[src/rtl/alert_hub_pkg.sv]
// Shared constants for the alert aggregator: register addresses,
// masks of implemented bit positions, and reset values.
package alert_hub_pkg;
    localparam int BYTE_W    = 8;
    localparam int ADDR_W    = 3;
    localparam int ALERT_W   = 2 * BYTE_W;
    localparam int FAULT_BIT = 9;

    // Positions that exist; every other position is tied to zero.
    localparam logic [ALERT_W-1:0] ALERT_IMPL = 16'h067F;
    localparam logic [BYTE_W-1:0]  FAULT_IMPL = 8'h83;
    // The over-voltage enable starts off; the other fault enables start on.
    localparam logic [BYTE_W-1:0]  FMASK_RST  = 8'h03;

    typedef enum logic [ADDR_W-1:0] {
        ADDR_ALERT_LO = 3'd0,
        ADDR_ALERT_HI = 3'd1,
        ADDR_MASK_LO  = 3'd2,
        ADDR_MASK_HI  = 3'd3,
        ADDR_FSTAT    = 3'd4,
        ADDR_FMASK    = 3'd5
    } reg_addr_e;
endpackage

[src/rtl/w1c_status_reg.sv]
// Sticky status bits, one flop per implemented position.
// A set pulse wins over a clear in the same cycle. A hold bit blocks the
// clear of its position. Positions not in IMPL are constant zero.
// Assumes set_i, clr_i and hold_i are synchronous to clk.
module w1c_status_reg #(
    parameter int              W    = 8,
    parameter logic [W-1:0]    IMPL = '1
) (
    input  logic         clk,
    input  logic         rst_n,
    input  logic [W-1:0] set_i,
    input  logic [W-1:0] clr_i,
    input  logic [W-1:0] hold_i,
    output logic [W-1:0] q_o
);
    for (genvar i = 0; i < W; i++) begin : g_bit
        if (IMPL[i]) begin : g_live
            // Latch on set; drop on an unblocked clear.
            always_ff @(posedge clk) begin
                if (!rst_n)                       q_o[i] <= 1'b0;
                else if (set_i[i])                q_o[i] <= 1'b1;
                else if (clr_i[i] && !hold_i[i])  q_o[i] <= 1'b0;
            end
        end else begin : g_tie
            assign q_o[i] = 1'b0;
        end
    end
endmodule

[src/rtl/cfg_mask_reg.sv]
// Plain read/write enable bits with per-bit write enable.
// Implemented positions reset to RST; all other positions read zero.
module cfg_mask_reg #(
    parameter int           W    = 8,
    parameter logic [W-1:0] IMPL = '1,
    parameter logic [W-1:0] RST  = '1
) (
    input  logic         clk,
    input  logic         rst_n,
    input  logic [W-1:0] we_i,
    input  logic [W-1:0] wdata_i,
    output logic [W-1:0] q_o
);
    for (genvar i = 0; i < W; i++) begin : g_bit
        if (IMPL[i]) begin : g_live
            // Load new value when this bit is written.
            always_ff @(posedge clk) begin
                if (!rst_n)       q_o[i] <= RST[i];
                else if (we_i[i]) q_o[i] <= wdata_i[i];
            end
        end else begin : g_tie
            assign q_o[i] = 1'b0;
        end
    end
endmodule

[src/rtl/irq_merge.sv]
// Reduces status and enable vectors to one active-low request.
// Combinational; the inputs come straight from flops.
module irq_merge #(
    parameter int W = 16
) (
    input  logic [W-1:0] status_i,
    input  logic [W-1:0] enable_i,
    output logic         irq_n_o
);
    // Pull low while any enabled status bit is set.
    always_comb irq_n_o = ~|(status_i & enable_i);
endmodule

[src/rtl/alert_irq_hub.sv]
// Alert and interrupt aggregator. Event pulses set sticky alert bits;
// latched faults raise one summary alert through their own enables; the
// host reads and write-1-clears over a byte bus; irq_n_o goes low for any
// unmasked alert. Assumes event pulses are synchronous to clk.
module alert_irq_hub
    import alert_hub_pkg::*;
#(
    parameter int AW = ADDR_W,
    parameter int DW = BYTE_W
) (
    input  logic          clk,
    input  logic          rst_n,
    input  logic          bus_wr_i,
    input  logic [AW-1:0] bus_addr_i,
    input  logic [DW-1:0] bus_wdata_i,
    output logic [DW-1:0] bus_rdata_o,
    input  logic          tx_ok_i,
    input  logic          tx_discard_i,
    input  logic          tx_fail_i,
    input  logic          hard_rst_i,
    input  logic          rx_msg_i,
    input  logic          pwr_chg_i,
    input  logic          cc_chg_i,
    input  logic          rxbuf_ovf_i,
    input  logic          vconn_ov_i,
    input  logic          vconn_oc_i,
    input  logic          bus_err_i,
    output logic          irq_n_o
);
    localparam int AL_W = 2 * DW;

    logic          wr_alo, wr_ahi, wr_mlo, wr_mhi, wr_fst, wr_fmk;
    logic          fault_active;
    logic [AL_W-1:0] alert_set, alert_clr, alert_hold, alert_q;
    logic [AL_W-1:0] mask_we, mask_wd, mask_q;
    logic [DW-1:0]   fstat_set, fstat_clr, fstat_q;
    logic [DW-1:0]   fmask_we, fmask_q;

    // Decode the write strobe per register.
    always_comb begin
        wr_alo = bus_wr_i && (bus_addr_i == AW'(ADDR_ALERT_LO));
        wr_ahi = bus_wr_i && (bus_addr_i == AW'(ADDR_ALERT_HI));
        wr_mlo = bus_wr_i && (bus_addr_i == AW'(ADDR_MASK_LO));
        wr_mhi = bus_wr_i && (bus_addr_i == AW'(ADDR_MASK_HI));
        wr_fst = bus_wr_i && (bus_addr_i == AW'(ADDR_FSTAT));
        wr_fmk = bus_wr_i && (bus_addr_i == AW'(ADDR_FMASK));
    end

    // Second level: any latched fault whose enable is on.
    always_comb fault_active = |(fstat_q & fmask_q);

    // Place event pulses at their alert positions and form clear and hold.
    always_comb begin
        alert_set = '0;
        alert_set[0]  = cc_chg_i;
        alert_set[1]  = pwr_chg_i;
        alert_set[2]  = rx_msg_i;
        alert_set[3]  = hard_rst_i;
        alert_set[4]  = tx_fail_i;
        alert_set[5]  = tx_discard_i;
        alert_set[6]  = tx_ok_i;
        alert_set[FAULT_BIT] = fault_active;
        alert_set[DW+2] = rxbuf_ovf_i;
        alert_clr  = {(wr_ahi ? bus_wdata_i : '0), (wr_alo ? bus_wdata_i : '0)};
        alert_hold = '0;
        alert_hold[FAULT_BIT] = fault_active;
    end

    // Place fault pulses at their fault-status positions.
    always_comb begin
        fstat_set    = '0;
        fstat_set[7] = vconn_ov_i;
        fstat_set[1] = vconn_oc_i;
        fstat_set[0] = bus_err_i;
        fstat_clr    = wr_fst ? bus_wdata_i : '0;
    end

    // Byte-lane write enables for the mask registers.
    always_comb begin
        mask_we  = {{DW{wr_mhi}}, {DW{wr_mlo}}};
        mask_wd  = {bus_wdata_i, bus_wdata_i};
        fmask_we = {DW{wr_fmk}};
    end

    w1c_status_reg #(.W(AL_W), .IMPL(ALERT_IMPL)) u_alert (
        .clk(clk), .rst_n(rst_n), .set_i(alert_set), .clr_i(alert_clr),
        .hold_i(alert_hold), .q_o(alert_q)
    );

    w1c_status_reg #(.W(DW), .IMPL(FAULT_IMPL)) u_fstat (
        .clk(clk), .rst_n(rst_n), .set_i(fstat_set), .clr_i(fstat_clr),
        .hold_i('0), .q_o(fstat_q)
    );

    cfg_mask_reg #(.W(AL_W), .IMPL(ALERT_IMPL), .RST(ALERT_IMPL)) u_amask (
        .clk(clk), .rst_n(rst_n), .we_i(mask_we), .wdata_i(mask_wd), .q_o(mask_q)
    );

    cfg_mask_reg #(.W(DW), .IMPL(FAULT_IMPL), .RST(FMASK_RST)) u_fmask (
        .clk(clk), .rst_n(rst_n), .we_i(fmask_we), .wdata_i(bus_wdata_i), .q_o(fmask_q)
    );

    irq_merge #(.W(AL_W)) u_irq (
        .status_i(alert_q), .enable_i(mask_q), .irq_n_o(irq_n_o)
    );

    // Return the addressed register; unmapped addresses read zero.
    always_comb begin
        case (bus_addr_i)
            AW'(ADDR_ALERT_LO): bus_rdata_o = alert_q[DW-1:0];
            AW'(ADDR_ALERT_HI): bus_rdata_o = alert_q[AL_W-1:DW];
            AW'(ADDR_MASK_LO):  bus_rdata_o = mask_q[DW-1:0];
            AW'(ADDR_MASK_HI):  bus_rdata_o = mask_q[AL_W-1:DW];
            AW'(ADDR_FSTAT):    bus_rdata_o = fstat_q;
            AW'(ADDR_FMASK):    bus_rdata_o = fmask_q;
            default:            bus_rdata_o = '0;
        endcase
    end
endmodule

[config.mk]
export PLATFORM = sky130hd
export DESIGN_NAME = alert_irq_hub
export DESIGN_NICKNAME = d
export VERILOG_FILES = /design/src/rtl/alert_hub_pkg.sv /design/src/rtl/w1c_status_reg.sv /design/src/rtl/cfg_mask_reg.sv /design/src/rtl/irq_merge.sv /design/src/rtl/alert_irq_hub.sv
export SDC_FILE = /design/constraint.sdc
export NUM_CORES = 1
export LEC_CHECK = 0
export CORE_ASPECT_RATIO = 0.6
export CORE_MARGIN = 1
export CORE_UTILIZATION = 45
export DETAILED_ROUTE_END_ITERATION = 6
export DONT_BUFFER_PORTS = 1
export MAX_ROUTING_LAYER = met4
export PLACE_DENSITY_LB_ADDON = 0.08
export SKIP_CTS_REPAIR_TIMING = 1
export SLEW_MARGIN = 20
export SYNTH_ARGS = -nofsm -noshare
export SYNTH_HDL_FRONTEND = slang
export SYNTH_SLANG_ARGS = --single-unit
[constraint.sdc]
create_clock -name clk -period 1 [get_ports clk]
set_input_delay 0.1 -clock clk [delete_from_list [all_inputs] [get_ports clk]]
set_output_delay 0.1 -clock clk [all_outputs]
set_load 0.02 [all_outputs]
# Word level (Yosys, flattened, before mapping)
# Cells that the tools add are included.
totals:
  regBits: 24
  inputBits: 25
  output_inout_bits: 9
  wordCells: 83
classes:
  eq_ne: 5
  mux: 28
  bitwise_logic: 2
  reduce_logical: 24
op_table:
  columns: ["operator", "count"]
  rows:
  - ["$pmux W8 S6", 1]
  - ["$mux W1", 24]
  - ["$reduce_bool A2 Y1", 12]
  - ["$reduce_or A16 Y1", 1]
  - ["$and A11 B11 Y11", 1]
  - ["$and A8 B8 Y8", 1]
  - ["$mux W8", 1]
  - ["$reduce_or A8 Y1", 1]
  - ["$logic_and A1 B1 Y1", 7]
  - ["$mux W7", 1]
  - ["$eq A3 B2 Y1 const B", 2]
  - ["$eq A3 B3 Y1 const B", 2]
  - ["$eq A3 B1 Y1 const B", 1]
  - ["$logic_not A3 Y1", 1]
  - ["$mux W3", 1]
  - ["$logic_not A1 Y1", 2]

# Depth between registers and ports, before layout
# Gate-level depths: netlist of run 1.
logic_depth:
  ltp_word: 6
  depth_mapped: 5
  ltp_nobuf: 3

# Hierarchy
# From an unflattened synthesis of run 1, not the netlist that was laid out.
unflattened:
  cells_unflattened: 214
  area_unflattened_um2: 1843.0
modules_own_cells:
  columns: ["module", "n_inst", "cells_each", "area_per_inst_um2", "seq_area_each_um2"]
  rows:
  - ["alert_irq_hub", 1, 92, 680.7, 0.0]
  - ["w1c_status_reg at u_alert", 1, 44, 382.9, 180.2]
  - ["cfg_mask_reg at u_amask", 1, 36, 365.4, 180.2]
  - ["w1c_status_reg at u_fstat", 1, 18, 165.2, 60.1]
  - ["cfg_mask_reg at u_fmask", 1, 15, 145.1, 60.1]
  - ["irq_merge", 1, 9, 103.8, 0.0]

# Worst setup path before layout of run 1
# No wires, ideal clock.
synth_timing:
  path_type: "reg2out"
  startpoint: "reg u_alert.q_o[9]"
  endpoint: "out irq_n_o"
  t_arrival_ps: 1273
  required_ps: 900
  setup_slack_ps: -373
  path_stages_with_launch: 4
  path_buffers: 0
  cell_sequence: "dfxtp_1 > a222oi_1 > nand3_1 > a221oi_1"
synth_between:
  elab_chain_len: 3
synth_lines:
  columns: ["element", "line", "rtl"]
  rows:
  - ["from (decl)", "w1c_status_reg.sv:14", "output logic [W-1:0] q_o"]
  - ["from (signal, indexed assignment)", "w1c_status_reg.sv:20", "if (!rst_n) q_o[i] <= 1'b0;"]
  - ["from (signal, indexed assignment)", "w1c_status_reg.sv:21", "else if (set_i[i]) q_o[i] <= 1'b1;"]
  - ["from (signal, indexed assignment)", "w1c_status_reg.sv:22", "else if (clr_i[i] && !hold_i[i]) q_o[i] <= 1'b0;"]
  - ["$and A11 B11 Y11", "irq_merge.sv:11", "always_comb irq_n_o = ~|(status_i & enable_i);"]
  - ["$reduce_or A16 Y1", "irq_merge.sv:11", null]
  - ["$logic_not A1 Y1", "irq_merge.sv:11", null]
  - ["to (decl)", "alert_irq_hub.sv:28", "output logic irq_n_o"]
# No other way between the ends.

# Final worst setup path of run 1
# Ends and elaborated chain as after synthesis.

==> metrics.csv, run 1 <==
metric,value,unit
status,finished with violations,
failing_checks,"negative hold slack, negative setup slack",
max-cap-violations,0,
cts_tree,yes,
holdCritPathClass,in2reg,
final_min_period_over_clock_period,1.552,
maximum_number_of_pins_on_one_net_before_global_route_repair,25,
drt_first_iter_violations,63,
insertedDiodeCount,0,
nets,193,
start_util,0.5089,
synth.top_cells.by_area,"dfxtp_1, mux2i_1, a31oi_1, o21ai_0, nand2_1",
core-area,0.002326,mm²
grt_remaining_overflow,0,
worstSetupStartpoint,u_alert.q_o[9]$_SDFFE_PN0P_,
routed_wire_length_per_instance,17.28,µm
vias_per_cell,5.812,
route.detailed.drc,0,
worst_setup_hold_path_clk_slew,0.09,ns
synth.yosys.warnings,0,
post_synth_instance_area,0.001184,mm²
power.share.sequential,0.455,
min_setup_slack_post_route,-0.5516,ns
power_leakage,0.7244,nW
tns,-6.644,ns
hold_viol,2,
max_slew.worst_pin.slew,0.7623,ns
chipWidth,68.21,µm
num_vias,1145,
detailed_place.area,0.001405,mm²
critical_path_data_arrival_time,1.45,ns
clock_insertion_delay_worst_skew,0.27,ns
critical_path_rt,0.90,ns
grtUsageTotal,0.2361,
postSynthCellCount,129,
drtAntennaViolNets,0,
start_point_of_the_worst_hold_path,rst_n,
placementRows,13,
design.die.area,0.002846,mm²
cts_root_buffer,clkbuf_8,
layout.cells.non_filler,197,
final_cell_area,0.001723,mm²
ctsHtreeMaxLevel,1,
drive_above_1_share,0.3114,
post_syn_nets,154,
grt_first_pass_wirelength,4712,µm
kind_of_end_point_of_the_critical_path,output port,
setup_repair_after_global_routing_missed_its_margin,true,
max_clock_freq,644.5,MHz
synth.distinct_cells,29,
clock-sinks,24,
cts-root-to-sink-buffers,2,
combinationalPowerShare,0.172,
synth_top_area_cell,dfxtp_1,
chipHeight,41.73,µm
holdWs,-0.04046,ns
initial_antenna_violation_count,0,
dp_hpwl,2256,µm
slew_viol_final,0,
fin_worst_skew,0.003445,ns
timing.critical_path.fanout_max,3,
power.share.clock,0.373,
power_report.internal_total,1.767,mW
drt_wl_total,3404,µm
synth_largest_type_area_fraction,0.4059,
power.density,1333,mW/mm²
synth.ff_latch_count,24,
cts-buffers-inserted,3,
placed_cells,173,
share_of_the_core_filled_with_cells_in_the_final_layout,0.7407,
peakVddDrop,1015,µV
areaGrowthSynthToFinish,45.56,%
worst_r2r_startpoint,u_fmask.q_o[1]$_SDFFE_PN1P_,
critical_path_class,reg2out,
gp_routability_congestion,0.7905,
io_pins,34,
post_synth.cell_area_avg,9.175,µm²
net-switching-power,530.4,µW
netSwitchingFraction,0.2309,
critical_path.startpoint_type,flop,
setup_viol_count_final,31,
first_global_vias,963,
final.fill_count,172,
io_buffer_count,0,
share_of_synthesized_area_occupied_by_flip_flops_and_latches,0.4059,
fin_crit,1.552,ns
drt_pass1_iterations,5,
worst_slew_margin_rel,0.4901,
[flip-flops by register name, indices dropped and copies added (netlist names)]
signal	cells
u_amask.q_o	9
u_fstat.q_o	3
u_alert.q_o	9
u_fmask.q_o	3
[cells in the final DEF, fill, tap and decap left out, types with 2 or more instances in the layout]
cell / count
a222oi_1: 2
o211ai_1: 2
or2_1: 2
dlygate4sd3_1: 20
inv_1: 12
buf_4: 15
nand4b_1: 2
a22oi_1: 2
nand2b_1: 2
nor2_1: 2
nor2b_1: 2
a31oi_1: 11
o21ai_0: 11
buf_6: 6
dfxtp_2: 15
nand2_1: 13
nor3_2: 4
mux2i_1: 17
dfxtp_1: 9
clkbuf_8: 3
mux2i_2: 2
[worst max-delay path, stage by stage, from the launching register on]
cell,delay [ns]
dfxtp_2,0.34
a222oi_1,0.32
nand3_1,0.18
a221oi_4,0.34
[per-layer routing]
metal  vias up  track usage  routed length [µm]
met5         -            -                   0
met4         0      0.02500                  13
met3         2      0.09341                 281
met2        39       0.3314                1555
met1       558       0.3266                1553
li1        546            -                   -
[cells by family (layout without fill, tap and decap cells)]
logic type | count (synthesis) | in the layout | share of synthesized area
muxes | 20 | 20 | 0.1797
DFF | 24 | 24 | 0.4059
AOI/OAI and AO/OA | 34 | 34 | 0.1871
and+or+nand+nor | 32 | 32 | 0.1490
buffers and inverters | 19 | 57 | 0.07823
[per-stage QoR]
| stage | power (mW) | setup slack [ns] |
|---|---|---|
| 3_5_place_dp | 1.354 | -0.2658 |
| 6_report | 2.297 | -0.5516 |
| 3_3_place_gp | 1.347 | -0.2478 |
| 5_1_grt | 2.385 | -0.6499 |
| 4_1_cts | 2.194 | -0.5652 |
| 2_1_floorplan | 1.302 | -0.1585 |
[synthesized netlist by cell type]
cell type,instances
and4bb_1,1
or2_1,2
o21ai_0,11
nor3_1,5
nand2_1,13
buf_2,2
nor2_1,2
mux2i_1,19
nand3_1,1
a21oi_1,1
o41ai_1,1
a221oi_1,1
buf_4,1
a21boi_1,1
a32oi_1,1
a222oi_1,2
a22oi_1,2
a31oi_1,11
nand2b_1,2
mux4_2,1
nor3_4,1
buf_6,2
inv_1,12
o32ai_1,1
nor2b_1,3
dfxtp_1,24
o211ai_1,2
nand4b_1,2
clkbuf_1,2
[power by group through the flow]
stage	Sequential, mW	Combinational, mW	Clock (mW)
3_3_place_gp	1.06	0.291	0
4_1_cts	1.04	0.296	0.861
6_report	1.05	0.395	0.857
5_1_grt	1.05	0.423	0.908
2_1_floorplan	1.06	0.246	0
3_5_place_dp	1.06	0.295	0
[layout make-up]
class / count / area [µm²] / area share
Clock inverter: 1 / 30.03 / 0.01743
Sequential cell: 24 / 499.2 / 0.2898
Tap cell: 30 / 37.54 / 0.02179
Inverter: 12 / 45.04 / 0.02614
Timing Repair Buffer: 41 / 380.4 / 0.2208
Clock buffer: 3 / 41.29 / 0.02397
Multi-Input combinational cell: 86 / 689.4 / 0.4001
[worst paths after layout]
check	to	slack [ns]	depth (start not counted)
worst max register to register	u_alert.q_o[9]$_SDFFE_PN0P_	0.06	2
worst min-delay path	u_fstat.q_o[0]$_SDFFE_PN0P_	-0.04	2
worst min register to register	u_alert.q_o[9]$_SDFFE_PN0P_	0.48	2
worst max-delay path	irq_n_o	-0.55	3
(Power assumes the default switching activity.)
==> run 2: changes to the inputs <==
--- a/config.mk
+++ b/config.mk
@@ -5,6 +5,7 @@
 export SDC_FILE = /design/constraint.sdc
 export NUM_CORES = 1
 export LEC_CHECK = 0
+export ABC_AREA = 1
 export CORE_ASPECT_RATIO = 0.6
 export CORE_MARGIN = 1
 export CORE_UTILIZATION = 45
==> run 2 against run 1 <==
  * Critical endpoint unchanged
  * Setup slack improved by 0.35 ns
  * First-iteration DRC count grew 67%
  * The run ends with negative setup slack left
  * Non-clock buffer count down 12
  * Clock-buffer cell count did not move
  * Combinational power shrank 8.6%
  * Largest cell class unchanged
==> metrics.csv, run 2 <==
metric,value,unit
worst_r2r_startpoint,u_fmask.q_o[1]$_SDFFE_PN1P_,
chipHeight,41.67,µm
core-area,0.002310,mm²
setup_viol_count_final,7,
cts_tree,yes,
final_min_period_over_clock_period,1.201,
placementRows,13,
critical_path_data_arrival_time,1.10,ns
drt_pass1_iterations,4,
worst_setup_hold_path_clk_slew,0.09,ns
num_vias,1338,
share_of_synthesized_area_occupied_by_flip_flops_and_latches,0.4072,
max_slew.worst_pin.slew,0.5128,ns
worst_setup_path_endpoint,irq_n_o,
synth-async-reset-ratio,0,
areaGrowthSynthToFinish,37.65,%
max_clock_freq,832.5,MHz
max-cap-violations,0,
drt_first_iter_violations,105,
critical_path_rt,0.90,ns
internal_reg_to_reg_setup_slack,0.09,ns
nets,228,
cts-buffers-inserted,3,
cts-root-to-sink-buffers,2,
slew_viol_final,0,
failing_checks,negative setup slack,
synth.yosys.warnings,0,
worst_slew_margin_rel,0.6570,
final_cell_area,0.001624,mm²
final.fill_count,185,
layout.cells.non_filler,232,
global_route.usage.met3,0.07143,
synth.ff_latch_count,24,
hold_viol,0,
drtAntennaViolNets,0,
critical_path.startpoint_type,flop,
detailed_place.area,0.001275,mm²
min_setup_slack_post_route,-0.2011,ns
design.die.area,0.002838,mm²
fin_worst_skew,0.001692,ns
drt_wl_total,3437,µm
post_syn_nets,200,
grt_first_pass_wirelength,4981,µm
start_util,0.5108,
route.detailed.drc,0,
grtUsageMet1,0.3463,
tns,-0.4715,ns
critical_path_class,reg2out,
rr_endpoint,u_alert.q_o[9]$_SDFFE_PN0P_,
grt_remaining_overflow,0,
first_global_vias,1094,
timing.critical_path.fanout_max,2,
yosys.cell_count.top_type,nand2_1,
worstSetupStartpoint,u_amask.q_o[3]$_SDFFE_PN1P_,
synthFlopType,dfxtp_1,
post_synth_instance_area,0.001180,mm²
clock-sinks,24,
regArea,506.7,µm²
peakVddDrop,1256,µV
cts_root_buffer,clkbuf_8,
grt_util_met2,0.3412,
post_synth_edffs,0,
initial_antenna_violation_count,0,
synth.distinct_cells,18,
busiest_layer_in_global_routing,met1,
drive_above_1_share,0.2921,
io_buffer_count,0,
maximum_number_of_pins_on_one_net_before_global_route_repair,16,
io_pins,34,
ys_top_cells_by_count,"nand2_1, nand3_1, dfxtp_1",
kind_of_end_point_of_the_critical_path,output port,
power_leakage,0.7192,nW
synth_largest_type_area_fraction,0.4072,
post-place-ws,0.06682,ns
grtUsageTotal,0.2425,
multi_input_area,673.1,µm²
vias_per_cell,5.767,
clock_insertion_delay_worst_skew,0.27,ns
synth_top_area_cell,dfxtp_1,
synth.top_cells.by_area,"dfxtp_1, nand2_1, nand3_1, nand4_1, a21oi_1",
postSynthCellCount,175,
post_synth.cell_area_avg,6.742,µm²
power.density,1403,mW/mm²
chipWidth,68.11,µm
insertedDiodeCount,0,
holdWs,0.03387,ns
most_used_cells_in_the_layout_excluding_fill_and_tap_cells,"nand2_1, dfxtp_2, nand3_1, dlygate4sd3_1, nand4_1",
setup_repair_after_global_routing_missed_its_margin,true,
ff2ff_path_depth,5,
fin_crit,1.201,ns
placed_cells,208,
ctsHtreeMaxLevel,1,
status,finished with violations,
routed_wire_length_per_instance,14.81,µm
layout_commonest_cell,nand2_1,
dp_hpwl,2313,µm
gp_routability_congestion,0.8130,
reg.largest.list,"u_alert.q_o (9), u_amask.q_o (9)",
holdCritPathClass,in2reg,
[run 2: cell count changes in the layout (fill, tap and decap cells not counted), moves of 10 or more]
cell and change:
a21oi_1 +13, nor2_1 +11, nand2_1 +32, a31oi_1 -11, mux2i_1 -17, o21ai_0 -10
nand4_1 +15, nand3_1 +18
[run 2: where the power goes]
| group | switching (mW) | internal, mW |
|---|---|---|
| Combinational | 0.203 | 0.158 |
| Clock | 0.317 | 0.535 |
| Sequential | 0.0459 | 1.02 |
| Total | 0.566 | 1.71 |
[run 2: cell families (layout without fill, tap and decap cells)]
logic type	Yosys count	count (layout)	share of synthesized area
compound gates	19	19	0.08378
simple gates	111	111	0.4369
buf+inv	21	48	0.07211
flops	24	24	0.4072
[run 2: worst min path at each step]
stage / from / endpoint / slack, ns / cells after the start
after floorplan: rst_n / u_amask.q_o[5]$_SDFFE_PN1P_ / 0.18 / 1
after global placement: rst_n / u_amask.q_o[5]$_SDFFE_PN1P_ / 0.19 / 1
after detailed placement: rst_n / u_amask.q_o[3]$_SDFFE_PN1P_ / 0.19 / 1
after CTS: rst_n / u_amask.q_o[4]$_SDFFE_PN1P_ / -0.09 / 1
after global routing: bus_wdata_i[2] / u_alert.q_o[10]$_SDFFE_PN0P_ / 0.05 / 3
final: bus_wdata_i[7] / u_fmask.q_o[7]$_SDFFE_PN0P_ / 0.03 / 2
[run 2: final cells by class]
cell class | count | share of cell area
flip-flops and latches | 24 | 0.3120
clock buffers | 3 | 0.02542
well taps | 30 | 0.02311
multi-input cells | 130 | 0.4145
repair buffers | 29 | 0.1710
clock inverters | 1 | 0.01849
inverters | 15 | 0.03544
[run 2: metrics by stage]
stage | total power, mW | util
detailed placement | 1.335 | 0.5520
floorplan | 1.274 | -
CTS | 2.173 | 0.5829
global placement | 1.330 | 0.5520
finish | 2.279 | 0.7031
global route | 2.384 | 0.7031
[run 2: worst max-delay path, stage by stage, from the launching register on]
cell,delay (ns)
dfxtp_2,0.34
inv_2,0.04
o211ai_1,0.24
nor3_2,0.06
buf_4,0.16
[run 2: routing by layer]
layer | routed length (µm) | vias up
met5 | 0 | -
met4 | 13 | 0
met3 | 308 | 2
met2 | 1479 | 62
met1 | 1634 | 632
li1 | - | 642
==> run 3: changes to the inputs <==
--- a/config.mk
+++ b/config.mk
@@ -13,6 +13,7 @@
 export DONT_BUFFER_PORTS = 1
 export MAX_ROUTING_LAYER = met4
 export PLACE_DENSITY_LB_ADDON = 0.08
+export REMOVE_ABC_BUFFERS = 1
 export SKIP_CTS_REPAIR_TIMING = 1
 export SLEW_MARGIN = 20
 export SYNTH_ARGS = -nofsm -noshare
==> constraint.sdc (replaced) <==
create_clock -name clk -period 1.5 [get_ports clk]
set_input_delay 0.15 -clock clk [delete_from_list [all_inputs] [get_ports clk]]
set_output_delay 0.15 -clock clk [all_outputs]
set_load 0.02 [all_outputs]
==> run 3 against run 2 <==
  * Critical path depth did not move
  * The flow finishes with violations (negative hold slack)
  * Design area fell by 15%
  * Sequential share of layout area rose by 3.7 points
  * Utilization fell by 11 points
  * Clock power fell by 48%
  * Die area did not move
  * Sequential power fell by 34%
  * Via count fell by 9.5%
==> metrics.csv, run 3 (synthesis gave the netlist of run 2 again) <==
metric,value,unit
grt_first_pass_wirelength,5181,µm
start_util,0.5108,
cts_root_buffer,clkbuf_8,
min_setup_slack_post_route,0.1963,ns
grtUsageTotal,0.2531,
setup_viol_count_final,0,
max_clock_freq,767.1,MHz
failing_checks,negative hold slack,
reg.largest.list,"u_alert.q_o (9), u_amask.q_o (9)",
critical_path_class,reg2out,
power.density,967.4,mW/mm²
placementRows,13,
initial_antenna_violation_count,0,
multi_input_area,614.3,µm²
io_buffer_count,0,
fin_crit,1.304,ns
routed_wire_length_per_instance,14.98,µm
cts_tree,yes,
chipWidth,68.11,µm
max_slew.worst_pin.slew,0.5018,ns
tns,0,ns
critPathMaxStageDelay,0.34,ns
worst_slew_margin_rel,0.6704,
power.share.clock,0.331,
critical_path_rt,1.35,ns
worst_r2r_startpoint,u_fmask.q_o[1]$_SDFFE_PN1P_,
gp_routability_congestion,0.8099,
drive_above_1_share,0.06952,
drt_wl_total,3251,µm
placed_cells,203,
fin_worst_skew,0.005895,ns
slew_viol_final,0,
status,finished with violations,
power_report.internal_total,979.4,µW
worst_setup_hold_path_clk_slew,0.09,ns
worstSetupStartpoint,u_alert.q_o[0]$_SDFFE_PN0P_,
layout_commonest_cell,nand2_1,
kind_of_end_point_of_the_critical_path,output port,
first_global_vias,1113,
grt_remaining_overflow,0,
insertedDiodeCount,0,
clock-sinks,24,
netSwitchingFraction,0.2638,
critical-path-slowest-cell,dfxtp_1,
route.detailed.drc,0,
vias_per_cell,5.581,
peakVddDrop,540.4,µV
chipHeight,41.67,µm
net-switching-power,350.9,µW
drt_first_iter_violations,133,
timing.critical_path.fanout_max,3,
num_vias,1211,
power_leakage,0.6409,nW
report.power.total,1.330,mW
nets,213,
critical_path_data_arrival_time,1.15,ns
clock_insertion_delay_worst_skew,0.27,ns
drt_pass1_iterations,4,
max-cap-violations,0,
setup_repair_after_global_routing_missed_its_margin,false,
ctsHtreeMaxLevel,1,
hold_viol,4,
dp_hpwl,2257,µm
most_used_cells_in_the_layout_excluding_fill_and_tap_cells,"nand2_1, nand3_1, dfxtp_1",
critical_path.startpoint_type,flop,
layout.cells.non_filler,217,
final_min_period_over_clock_period,0.8691,
core-area,0.002310,mm²
combinationalPowerShare,0.142,
start_point_of_the_worst_hold_path,bus_wdata_i[1],
regArea,480.5,µm²
share_of_the_core_filled_with_cells_in_the_final_layout,0.5953,
areaGrowthSynthToFinish,16.54,%
detailed_place.area,0.001220,mm²
io_pins,34,
design.die.area,0.002838,mm²
maximum_number_of_pins_on_one_net_before_global_route_repair,16,
final.fill_count,252,
cp_cell_sequence,nand2_1 > nand3_1 > nor3_1 > buf_4,
holdCritPathClass,in2reg,
cts-buffers-inserted,3,
power.share.sequential,0.527,
drtAntennaViolNets,0,
post-place-ws,0.3504,ns
holdWs,-0.007257,ns
cts-root-to-sink-buffers,2,
final_cell_area,0.001375,mm²
## run 3: final timing paths
check	to	slack, ns	cells after the start
setup / recovery	irq_n_o	0.20	4
hold / removal	u_amask.q_o[1]$_SDFFE_PN1P_	-0.007	2
setup reg to reg	u_alert.q_o[9]$_SDFFE_PN0P_	0.70	4
hold reg to reg	u_amask.q_o[3]$_SDFFE_PN1P_	0.48	2
## run 3: layer usage
| layer | routed length, µm | global-route usage | vias up | share of wire |
|---|---|---|---|---|
| li1 | - | - | 618 | - |
| met1 | 1579 | 0.3652 | 546 | 0.49 |
| met2 | 1364 | 0.3451 | 47 | 0.42 |
| met3 | 307 | 0.08242 | 0 | 0.094 |
| met4 | 0 | 0.03750 | 0 | 0 |
| met5 | 0 | - | - | 0 |
## run 3: critical path, delay by kind of cell (launching register included)
| kind | cells | cell delay, ns |
|---|---|---|
| flops | 1 | 0.34 |
| buf+inv | 1 | 0.18 |
| simple gates | 3 | 0.36 |
## run 3: final cells by class
type / count / area share
Tap cell: 30 / 0.02730
Timing Repair Buffer: 14 / 0.09463
Clock buffer: 4 / 0.04004
Sequential cell: 24 / 0.3494
Multi-Input combinational cell: 130 / 0.4468
Inverter: 15 / 0.04186
## run 3: power groups by stage
stage | combinational (mW) | sequential, mW | clock, mW
finish | 0.189 | 0.701 | 0.440
floorplan | 0.128 | 0.706 | 0
CTS | 0.161 | 0.701 | 0.446
global placement | 0.158 | 0.714 | 0
global route | 0.214 | 0.706 | 0.480
detailed placement | 0.161 | 0.716 | 0
